$ cat config.mk
export PLATFORM = sky130hd
export DESIGN_NAME = twoToneKeyer
export DESIGN_NICKNAME = d
export VERILOG_FILES = /design/src/rtl/twoTonePkg.sv /design/src/rtl/keyQueue.sv /design/src/rtl/frameSequencer.sv /design/src/rtl/toneSynth.sv /design/src/rtl/twoToneKeyer.sv
export SDC_FILE = /design/constraint.sdc
export NUM_CORES = 1
export LEC_CHECK = 0
export BUFFER_PORTS_ARGS = -buffer_cell sky130_fd_sc_hd__buf_4
export CAP_MARGIN = 30
export CORE_MARGIN = 2
export CORE_UTILIZATION = 25
export CTS_CLUSTER_DIAMETER = 200
export DETAILED_ROUTE_END_ITERATION = 10
export GPL_ROUTABILITY_DRIVEN = 0
export GPL_TIMING_DRIVEN = 1
export PLACE_DENSITY = 0.47
export SYNTH_ARGS = -nofsm -noshare
export SYNTH_HDL_FRONTEND = slang
export SYNTH_SLANG_ARGS = --single-unit
$ cat constraint.sdc
create_clock -name clk -period 3.46 [get_ports clk]
set_clock_uncertainty 0.15 [all_clocks]
set_input_delay 0 -clock clk [delete_from_list [all_inputs] [get_ports clk]]
set_output_delay 0 -clock clk [all_outputs]
set_load 0.01 [all_outputs]
$ cat src/rtl/twoTonePkg.sv
package twoTonePkg;

  localparam int FRAME_LEN = 12;

  typedef enum logic [1:0] {
    SEQ_IDLE = 2'd0,
    SEQ_SEND = 2'd1,
    SEQ_GAP  = 2'd2
  } seqState_t;

  // strobes from the sequencer to the synthesizer
  typedef struct packed {
    logic advance;
    logic clkGate;
    logic datGate;
  } toneCtrl_t;

endpackage

$ cat src/rtl/keyQueue.sv
module keyQueue #(
  parameter int WIDTH = 9,
  parameter int DEPTH = 4
) (
  input  logic             clk,
  input  logic             rst,
  input  logic             pushEn,
  input  logic [WIDTH-1:0] pushData,
  input  logic             popEn,
  output logic [WIDTH-1:0] headData,
  output logic             notEmpty,
  output logic             notFull
);
  localparam int PTR_W = (DEPTH > 1) ? $clog2(DEPTH) : 1;
  localparam int CNT_W = $clog2(DEPTH + 1);
  localparam logic [PTR_W-1:0] LAST_PTR = PTR_W'(DEPTH - 1);
  localparam logic [CNT_W-1:0] FULL_CNT = CNT_W'(DEPTH);

  logic [WIDTH-1:0] store [DEPTH];
  logic [PTR_W-1:0] rdPtr, wrPtr;
  logic [CNT_W-1:0] count;

  assign headData = store[rdPtr];
  assign notEmpty = (count != '0);
  assign notFull  = (count != FULL_CNT);

  always_ff @(posedge clk) begin
    if (pushEn) store[wrPtr] <= pushData;
  end

  always_ff @(posedge clk) begin
    if (rst) begin
      rdPtr <= '0;
      wrPtr <= '0;
      count <= '0;
    end else begin
      if (pushEn) wrPtr <= (wrPtr == LAST_PTR) ? '0 : wrPtr + 1'b1;
      if (popEn)  rdPtr <= (rdPtr == LAST_PTR) ? '0 : rdPtr + 1'b1;
      case ({pushEn, popEn})
        2'b10:   count <= count + 1'b1;
        2'b01:   count <= count - 1'b1;
        default: count <= count;
      endcase
    end
  end

  // storage never holds more than DEPTH entries
  assert_no_overflow_R2: assert property (@(posedge clk) disable iff (rst)
    count <= FULL_CNT);

  // the sequencer never pops an empty queue
  assert_no_underflow_R2: assert property (@(posedge clk) disable iff (rst)
    popEn |-> (count != '0));

endmodule

$ cat src/rtl/frameSequencer.sv
module frameSequencer
  import twoTonePkg::*;
#(
  parameter int CODE_W     = 9,
  parameter int SLOT_TICKS = 1200,
  parameter int GAP_TICKS  = 2880
) (
  input  logic              clk,
  input  logic              rst,
  input  logic              sampleTick,
  input  logic              codeAvail,
  input  logic [CODE_W-1:0] codeHead,
  output logic              codePop,
  output toneCtrl_t         ctrl
);
  localparam int MAX_T = (SLOT_TICKS > GAP_TICKS) ? SLOT_TICKS : GAP_TICKS;
  localparam int CNT_W = $clog2(MAX_T + 1);
  localparam int IDX_W = $clog2(FRAME_LEN);
  localparam logic [CNT_W-1:0] SLOT_LAST = CNT_W'(SLOT_TICKS - 1);
  localparam logic [CNT_W-1:0] GAP_LAST  = CNT_W'(GAP_TICKS - 1);
  localparam logic [CNT_W-1:0] HALF      = CNT_W'(SLOT_TICKS / 2);
  localparam logic [IDX_W-1:0] IDX_LAST  = IDX_W'(FRAME_LEN - 1);

  seqState_t               state;
  logic [IDX_W-1:0]        slotIdx;
  logic [CNT_W-1:0]        tickCnt;
  logic [FRAME_LEN-1:0]    frameBits;
  logic [FRAME_LEN-1:0]    nextFrame;

  // stop, parity (odd), code LSB first, start
  assign nextFrame = {1'b1, ~^codeHead, codeHead, 1'b0};
  assign codePop   = (state == SEQ_IDLE) && codeAvail;

  always_comb begin
    ctrl.advance = sampleTick;
    ctrl.clkGate = (state == SEQ_SEND) && (tickCnt < HALF);
    ctrl.datGate = (state == SEQ_SEND) && frameBits[slotIdx];
  end

  always_ff @(posedge clk) begin
    if (rst) begin
      state     <= SEQ_IDLE;
      slotIdx   <= '0;
      tickCnt   <= '0;
      frameBits <= '0;
    end else begin
      unique case (state)
        SEQ_IDLE: begin
          if (codeAvail) begin
            frameBits <= nextFrame;
            slotIdx   <= '0;
            tickCnt   <= '0;
            state     <= SEQ_SEND;
          end
        end
        SEQ_SEND: begin
          if (sampleTick) begin
            if (tickCnt == SLOT_LAST) begin
              tickCnt <= '0;
              if (slotIdx == IDX_LAST) state <= SEQ_GAP;
              else slotIdx <= slotIdx + 1'b1;
            end else begin
              tickCnt <= tickCnt + 1'b1;
            end
          end
        end
        SEQ_GAP: begin
          if (sampleTick) begin
            if (tickCnt == GAP_LAST) begin
              tickCnt <= '0;
              state   <= SEQ_IDLE;
            end else begin
              tickCnt <= tickCnt + 1'b1;
            end
          end
        end
        default: state <= SEQ_IDLE;
      endcase
    end
  end

  // slot position stays inside the frame and the slot length
  assert_slot_bound_R6: assert property (@(posedge clk) disable iff (rst)
    (state == SEQ_SEND) |-> (slotIdx <= IDX_LAST) && (tickCnt <= SLOT_LAST));

  // the last tick of slot 11 leads into the silent gap
  assert_gap_entry_R6: assert property (@(posedge clk) disable iff (rst)
    (state == SEQ_SEND && sampleTick && tickCnt == SLOT_LAST && slotIdx == IDX_LAST)
      |=> (state == SEQ_GAP));

  // a frame in flight always has a low start and a high stop slot
  assert_frame_edges_R3: assert property (@(posedge clk) disable iff (rst)
    (state == SEQ_SEND) |-> (frameBits[FRAME_LEN-1] && !frameBits[0]));

  // a pop always starts slot 0 on the next edge
  assert_start_R10: assert property (@(posedge clk) disable iff (rst)
    codePop |=> (state == SEQ_SEND) && (slotIdx == '0) && (tickCnt == '0));

endmodule

$ cat src/rtl/toneSynth.sv
module toneSynth
  import twoTonePkg::*;
#(
  parameter int PHASE_W  = 16,
  parameter int SAMPLE_W = 8,
  parameter int CLK_INC  = 10923,
  parameter int DAT_INC  = 6827
) (
  input  logic                clk,
  input  logic                rst,
  input  toneCtrl_t           ctrl,
  output logic [SAMPLE_W-1:0] audioSample
);
  localparam int SUM_W = SAMPLE_W + 2;
  localparam logic signed [SUM_W-1:0] MID_V = SUM_W'(2 ** (SAMPLE_W - 1));
  localparam logic signed [SUM_W-1:0] AMP_V = SUM_W'(2 ** (SAMPLE_W - 2) - 1);

  logic [PHASE_W-1:0]      clkPhase, datPhase, clkNext, datNext;
  logic signed [SUM_W-1:0] mixSum;

  assign clkNext = clkPhase + PHASE_W'(CLK_INC);
  assign datNext = datPhase + PHASE_W'(DAT_INC);

  always_comb begin
    mixSum = MID_V;
    if (ctrl.clkGate) mixSum = clkNext[PHASE_W-1] ? mixSum + AMP_V : mixSum - AMP_V;
    if (ctrl.datGate) mixSum = datNext[PHASE_W-1] ? mixSum + AMP_V : mixSum - AMP_V;
  end

  always_ff @(posedge clk) begin
    if (rst) begin
      clkPhase    <= '0;
      datPhase    <= '0;
      audioSample <= MID_V[SAMPLE_W-1:0];
    end else if (ctrl.advance) begin
      clkPhase    <= clkNext;
      datPhase    <= datNext;
      audioSample <= mixSum[SAMPLE_W-1:0];
    end
  end

  // the sample holds between ticks
  assert_hold_R7: assert property (@(posedge clk) disable iff (rst)
    !ctrl.advance |=> $stable(audioSample));

  // accumulators move only on ticks
  assert_phase_idle_R7: assert property (@(posedge clk) disable iff (rst)
    !ctrl.advance |=> ($stable(clkPhase) && $stable(datPhase)));

endmodule

$ cat src/rtl/twoToneKeyer.sv
module twoToneKeyer
  import twoTonePkg::*;
#(
  parameter int CODE_W     = 9,
  parameter int FIFO_DEPTH = 4,
  parameter int SAMPLE_W   = 8,
  parameter int PHASE_W    = 16,
  parameter int SLOT_TICKS = 1200,
  parameter int GAP_TICKS  = 2880,
  parameter int CLK_INC    = 10923,
  parameter int DAT_INC    = 6827
) (
  input  logic                clk,
  input  logic                rst,
  input  logic                codeValid,
  input  logic [CODE_W-1:0]   codeIn,
  output logic                codeReady,
  input  logic                sampleTick,
  output logic [SAMPLE_W-1:0] audioSample
);
  logic              qAvail, qPop, qNotFull;
  logic [CODE_W-1:0] qHead;
  toneCtrl_t         toneCtrl;

  assign codeReady = qNotFull;

  keyQueue #(.WIDTH(CODE_W), .DEPTH(FIFO_DEPTH)) uQueue (
    .clk      (clk),
    .rst      (rst),
    .pushEn   (codeValid && qNotFull),
    .pushData (codeIn),
    .popEn    (qPop),
    .headData (qHead),
    .notEmpty (qAvail),
    .notFull  (qNotFull)
  );

  frameSequencer #(.CODE_W(CODE_W), .SLOT_TICKS(SLOT_TICKS), .GAP_TICKS(GAP_TICKS)) uSeq (
    .clk        (clk),
    .rst        (rst),
    .sampleTick (sampleTick),
    .codeAvail  (qAvail),
    .codeHead   (qHead),
    .codePop    (qPop),
    .ctrl       (toneCtrl)
  );

  toneSynth #(.PHASE_W(PHASE_W), .SAMPLE_W(SAMPLE_W), .CLK_INC(CLK_INC), .DAT_INC(DAT_INC)) uSynth (
    .clk         (clk),
    .rst         (rst),
    .ctrl        (toneCtrl),
    .audioSample (audioSample)
  );

endmodule

; After elaboration in Yosys (flattened, before gate mapping)
; Memory sizes are Yosys's and may differ from the RTL's. A register that Yosys moved wholly into a read port is not among the register bits.
; Cells that the tools add are included.
[word_totals]
mem_count = 1
elab_cells = 85
input_bits = 13
ramBits = 36
ff_bits = 76
[mem_list]
columns = name, depth, width, rd, rd_clocked_by_memory_dff, wr, line
row1 = uQueue.store, 4, 9, 1, 1, 1, keyQueue.sv:19  ; logic [WIDTH-1:0] store [DEPTH];
[classes]
mux = 31
eq_ne = 17
addsub = 10
n_lt_le_gt_ge = 2
n_reduce_logical = 14
[op_table]
columns = operator, n
row1 = $mux W12, 5
row2 = $pmux W12 S3, 1
row3 = $mux W8, 4
row4 = $mux W2, 10
row5 = $add A16 B13 Y16 const B, 1
row6 = $add A16 B14 Y16 const B, 1
row7 = $mux W4, 4
row8 = $add A12 B1 Y12 const B, 1
row9 = $eq A12 B11 Y1 const B, 1
row10 = $eq A12 B12 Y1 const B, 1
row11 = $lt A12 B10 Y1 const B, 1
row12 = $ne A2 B2 Y1 const B, 5
row13 = $reduce_xnor A9 Y1, 1
row14 = $add A8 B7 Y8 const B, 1
row15 = $eq A2 B2 Y1 const B, 4
row16 = $pmux W4 S2, 1
row17 = $sub A8 B7 Y8 const B, 1
row18 = $pmux W2 S3, 1
row19 = $pmux W3 S2, 1
row20 = $reduce_and A6 Y1, 1
row21 = $reduce_bool A3 Y1, 2
row22 = $lt A4 B5 Y1 const B, 1
row23 = $reduce_and A5 Y1, 1
row24 = $add A2 B1 Y2 const B, 2
row25 = other kinds (14), 22

; Logic depth before layout (Yosys ltp)
[depth]
word_depth = 6
depth_mapped = 14

; Hierarchy
; From an unflattened synthesis, not the netlist that was laid out.
[hier_totals]
cells_unflattened = 539
area_unflattened_um2 = 5539.1
[by_module_without_submodules]
columns = mod, area_per_inst_um2, cells_each, seq_area_each_um2, n_inst
row1 = toneSynth, 2118.3, 257, 780.7, 1
row2 = keyQueue, 1745.4, 94, 1261.2, 1
row3 = frameSequencer, 1669.1, 187, 580.6, 1
row4 = twoToneKeyer, 6.3, 1, 0.0, 1

; Worst setup path before layout
; Ideal clock, no wire load.
[synth_timing]
kind = reg2reg
from = reg uSynth.datPhase[1]
to = reg uSynth.audioSample[5]
arrival_ns = 3.096
path_buffers = 0
path_slack_ns = 0.123
path_stages_with_launch = 13
path_cell_list = dfxtp_1 o21a_1 o21a_1 o21a_1 o21ai_0 a21oi_1 xnor2_1 inv_1 fa_1 inv_1 fa_1 nand2b_1 a311oi_1
[synth_via]
elab_chain_len = 3
[synth_rtl]
columns = item, line
row1 = start: declaration, toneSynth.sv:18  ; logic [PHASE_W-1:0] clkPhase, datPhase, clkNext, datNext;
row2 = start signal: assignment, toneSynth.sv:37  ; datPhase <= datNext;
row3 = $add A16 B13 Y16, toneSynth.sv:22  ; assign datNext = datPhase + PHASE_W'(DAT_INC);
row4 = net uSynth.datNext[15], toneSynth.sv:18
row5 = $mux W8 (2 in series), toneSynth.sv:27  ; if (ctrl.datGate) mixSum = datNext[PHASE_W-1] ? mixSum + AMP_V : mixSum - AMP_V;
row6 = end signal: assignment, toneSynth.sv:34  ; audioSample <= MID_V[SAMPLE_W-1:0];
row7 = end signal: assignment, toneSynth.sv:38  ; audioSample <= mixSum[SAMPLE_W-1:0];
row8 = end: declaration, toneSynth.sv:12  ; output logic [SAMPLE_W-1:0] audioSample
; The timed path passes the listed nets, and every way through them passes these cells.
; A chain may end at the register's enable or synchronous reset.

; Worst setup path after layout
[layout_timing]
from = reg uSynth.clkPhase[0]
to = reg uSynth.audioSample[5]
[layout_via]
elab_chain_len = 6
word_cells_on_any_way = 7
classes_between = 3 x add/sub / 4 x mux
[layout_rtl]
columns = item, line
row1 = start: declaration, toneSynth.sv:18
row2 = start signal: assignment, toneSynth.sv:36  ; clkPhase <= clkNext;
row3 = $add A16 B14 Y16 *, toneSynth.sv:21  ; assign clkNext = clkPhase + PHASE_W'(CLK_INC);
row4 = $mux W8 * (2 in series), toneSynth.sv:26  ; if (ctrl.clkGate) mixSum = clkNext[PHASE_W-1] ? mixSum + AMP_V : mixSum - AMP_V;
row5 = $sub A8 B7 Y8 or $add A8 B7 Y8 (tied branches), toneSynth.sv:27
row6 = $mux W8, toneSynth.sv:27
row7 = $mux W8 *, toneSynth.sv:27
; Every way passes the cells marked *; elsewhere a longest branch is shown, timed or not.

==> results.json <==
{
  "die_h_um": 151.4,
  "final_core_util_pct": 30.97,
  "power.density_nw_per_um2": 730.8,
  "clk_latency_ns": 0.42,
  "initial_core_util_pct": 25.69,
  "drv_cap": 0,
  "grt_pass1_wl_mm": 17.64,
  "clkTransAtPathRegs_ns": 0.06,
  "hp-class": "primary input to flip-flop",
  "grt_max_degree": 76,
  "cp_common_cell": "o21a_1",
  "diodes": 0,
  "synth_compound_area_share_pct": 12.32,
  "worst-path-max-fanout": 5,
  "grt_pass1_vias": 3786,
  "syn-num-nets": 564,
  "grtUsageTotal_pct": 9.874,
  "outcome": "finished clean",
  "ys_seq_elements": 113,
  "clk_path_buf_depth": 2,
  "power.total_mw": 4.788,
  "synth_common_cells": "77 x dfxtp_1, 69 x nor2_1, 39 x nand2_1",
  "io_pins": 22,
  "synth_edf_count": 36,
  "rows": 53,
  "die_area_um2": 22930,
  "design.core.area_um2": 21150,
  "tightestPinTransition_ns": 0.7637,
  "slew_viol_final": 0,
  "synth_warnings": 0,
  "p_leak_nw": 2.376,
  "cp-start-kind": "flip-flop",
  "finalHoldViolations": 0,
  "worstPathCellList": "o21a_1 > o21a_1 > o21a_1 > o211ai_1 > a21oi_1 > nor2_2 > inv_1 > fa_1 > inv_1 > fa_1 > nand2b_1 > a311oi_1",
  "slowest_delay_ns": 0.42,
  "place.port_buffers": 21,
  "tritoncts": "done",
  "crit_family": "compound AO/OA/AOI/OAI gates",
  "overflow": 0,
  "vias_per_cell": 4.472,
  "syn_inst": 529,
  "p_comb_share_pct": 27.9,
  "cp.required_ns": 3.64,
  "yosys.area_share.xor_xnor_pct": 6.931,
  "cts-root-buf": "clkbuf_16",
  "h-tree-depth": 4,
  "slowest_stage": "fa_1",
  "yosysUniqueCellTypes": 62,
  "synthArstFlopShare_pct": 0,
  "relSlewSlack_pct": 49.09,
  "critPathBufInv": 2,
  "intPower_mw": 3.209,
  "synth_area_leaders": "dfxtp_1 28%, edfxtp_1 20%, xnor2_1 4.8%",
  "switching_share_pct": 32.98,
  "wirelength_mm": 10.61,
  "route.vias.total": 3792,
  "yosys.area.top_type_share_pct": 28.37,
  "dr.pass1.iters": 4,
  "finalSetupViolCount": 0,
  "yosysSeqAreaShare_pct": 48.26,
  "critPathArrivalTime_ns": 3.47,
  "end_kind": "flip-flop",
  "muxShareOfSynthArea_pct": 6.470,
  "avgSynthCellArea_um2": 10.27,
  "synth-simple-area-share_pct": 15.98,
  "cts.sinks": 113,
  "cts_buffers": 17,
  "antenna_found_initial": 0,
  "clockPowerShare_pct": 36.1,
  "routedWlPerCell_um": 12.51,
  "area.growth.synth_to_final_pct": 20.56,
  "route.antenna.remaining_nets": 0,
  "finalCriticalPeriod_ns": 3.294,
  "synth_area_um2": 5434,
  "synth_flop_cell": "dfxtp_1",
  "criticalPathCategory": "flip-flop to flip-flop",
  "drc": 0,
  "synth_top_family_by_area": "simple AND/OR/NAND/NOR gates",
  "max_freq_mhz": 303.6,
  "synth_fa_ha_area_share_pct": 5.756,
  "rsz0062_at_grt": "true",
  "post-dp-hpwl_mm": 7.147,
  "yosysMostFrequentCell": "dfxtp_1",
  "seqPwrFrac_pct": 36.0,
  "power.switching_mw": 1.579,
  "min_period_over_period_pct": 95.20,
  "drtIter0Drc": 195,
  "ir_drop_mv": 0.4048,
  "drive_gt1_share_pct": 14.31,
  "die_width_um": 151.4,
  "yosys.area.top_type": "dfxtp_1",
  "nets": 595
}
==> metrics by stage <==
stage	instances	hold WS [ns]	cell area (um2)	setup TNS (ns)	setup WS [ns]
after floorplan	529	-0.05113	5434	0	0.1232
after global placement	803	0.04862	5823	0	0.2249
after detailed placement	803	0.05294	5823	0	0.1194
after CTS	848	0.1481	6544	0	0.1006
after global routing	848	0.1622	6551	-0.03394	-0.03394
final	848	0.1743	6551	0	0.1662
==> placed cells by master (no fill, tap or decap), types with 6 or more instances in the layout <==
| cell | n |
|---|---|
| ha_1 | 17 |
| edfxtp_1 | 36 |
| inv_1 | 24 |
| xnor2_1 | 30 |
| xor2_1 | 13 |
| a21oi_1 | 34 |
| nor3_1 | 6 |
| or3_1 | 7 |
| dlygate4sd3_1 | 13 |
| nand2_1 | 39 |
| dfxtp_1 | 77 |
| o21ai_0 | 17 |
| o21a_1 | 15 |
| nor2b_1 | 8 |
| mux4_2 | 11 |
| clkbuf_16 | 17 |
| mux2i_1 | 7 |
| nand3_1 | 11 |
| buf_4 | 25 |
| nand2b_1 | 6 |
| nor2_1 | 68 |
==> timing repair <==
action | CTS | global route
gates resized for setup | 0 | 3
setup endpoints to repair | 0 | 2
hold buffers | 13 | 0
endpoints found under the hold margin | 64 | 0
buffers inserted | 0 | 0
==> flip-flops by register name, indices dropped and copies added (netlist names), named ones only <==
name / flops
uSynth.audioSample: 7
uQueue.wrPtr: 2
uSynth.datPhase: 16
uSeq.frameBits: 11
uQueue.count: 3
uSeq.slotIdx: 4
uSynth.clkPhase: 16
uSeq.tickCnt: 12
uSeq.state: 2
uQueue.store: 36
uQueue.rdPtr: 2
==> layout make-up <==
type | instances | area [um2]
clock buffers | 17 | 425.4
clock inverters | 15 | 165.2
fillers | 2111 | 14600
inverters | 24 | 90.09
multi-input cells | 366 | 2586
flip-flops and latches | 113 | 2623
well taps | 275 | 344.1
repair buffers | 38 | 317.8
==> power groups by stage <==
stage / Clock (mW) / Combinational, mW / Sequential [mW]
final: 1.73 / 1.34 / 1.72
after detailed placement: 0 / 1.34 / 1.76
after global placement: 0 / 1.31 / 1.75
after global routing: 1.84 / 1.52 / 1.76
after floorplan: 0 / 1.12 / 1.68
after CTS: 1.78 / 1.36 / 1.73
==> worst reg2reg max path, delay by kind of cell, from the launching register on <==
| kind | cells | cell delay [ns] |
|---|---|---|
| AOI/OAI and AO/OA | 6 | 1.25 |
| adders and majority gates | 2 | 0.84 |
| buffers and inverters | 2 | 0.29 |
| DFF | 1 | 0.33 |
| and+or+nand+nor | 2 | 0.35 |
==> final timing paths <==
kind                            cells after the start  slack, ns                     to          startpoint
worst max-delay path                               12       0.17  uSynth.audioSample[5]  uSynth.clkPhase[0]
worst min-delay path                                2       0.17     uQueue.store[3][2]           codeIn[2]
worst min register to register                      2       0.30      uSeq.frameBits[6]   uSeq.frameBits[6]
worst max register to register                     12       0.17  uSynth.audioSample[5]  uSynth.clkPhase[0]
==> layer usage <==
metal / share of wire, % / global-route usage (%)
met1: 47 / 11.43
met2: 49 / 16.86
met3: 3.3 / 3.584
met4: 1.2 / 3.364
met5: 0 / 0
==> logic make-up (layout without fill, tap and decap cells) <==
| group | Yosys count | count (layout) |
|---|---|---|
| adder cells (fa/ha/maj) | 22 | 22 |
| multiplexers | 21 | 21 |
| AND/OR/NAND/NOR | 177 | 177 |
| XOR/XNOR | 43 | 43 |
| flip-flops | 113 | 113 |
| buffers and inverters | 50 | 94 |
| AO/OA/AOI/OAI | 103 | 103 |
Power figures use the tool's default switching activity.
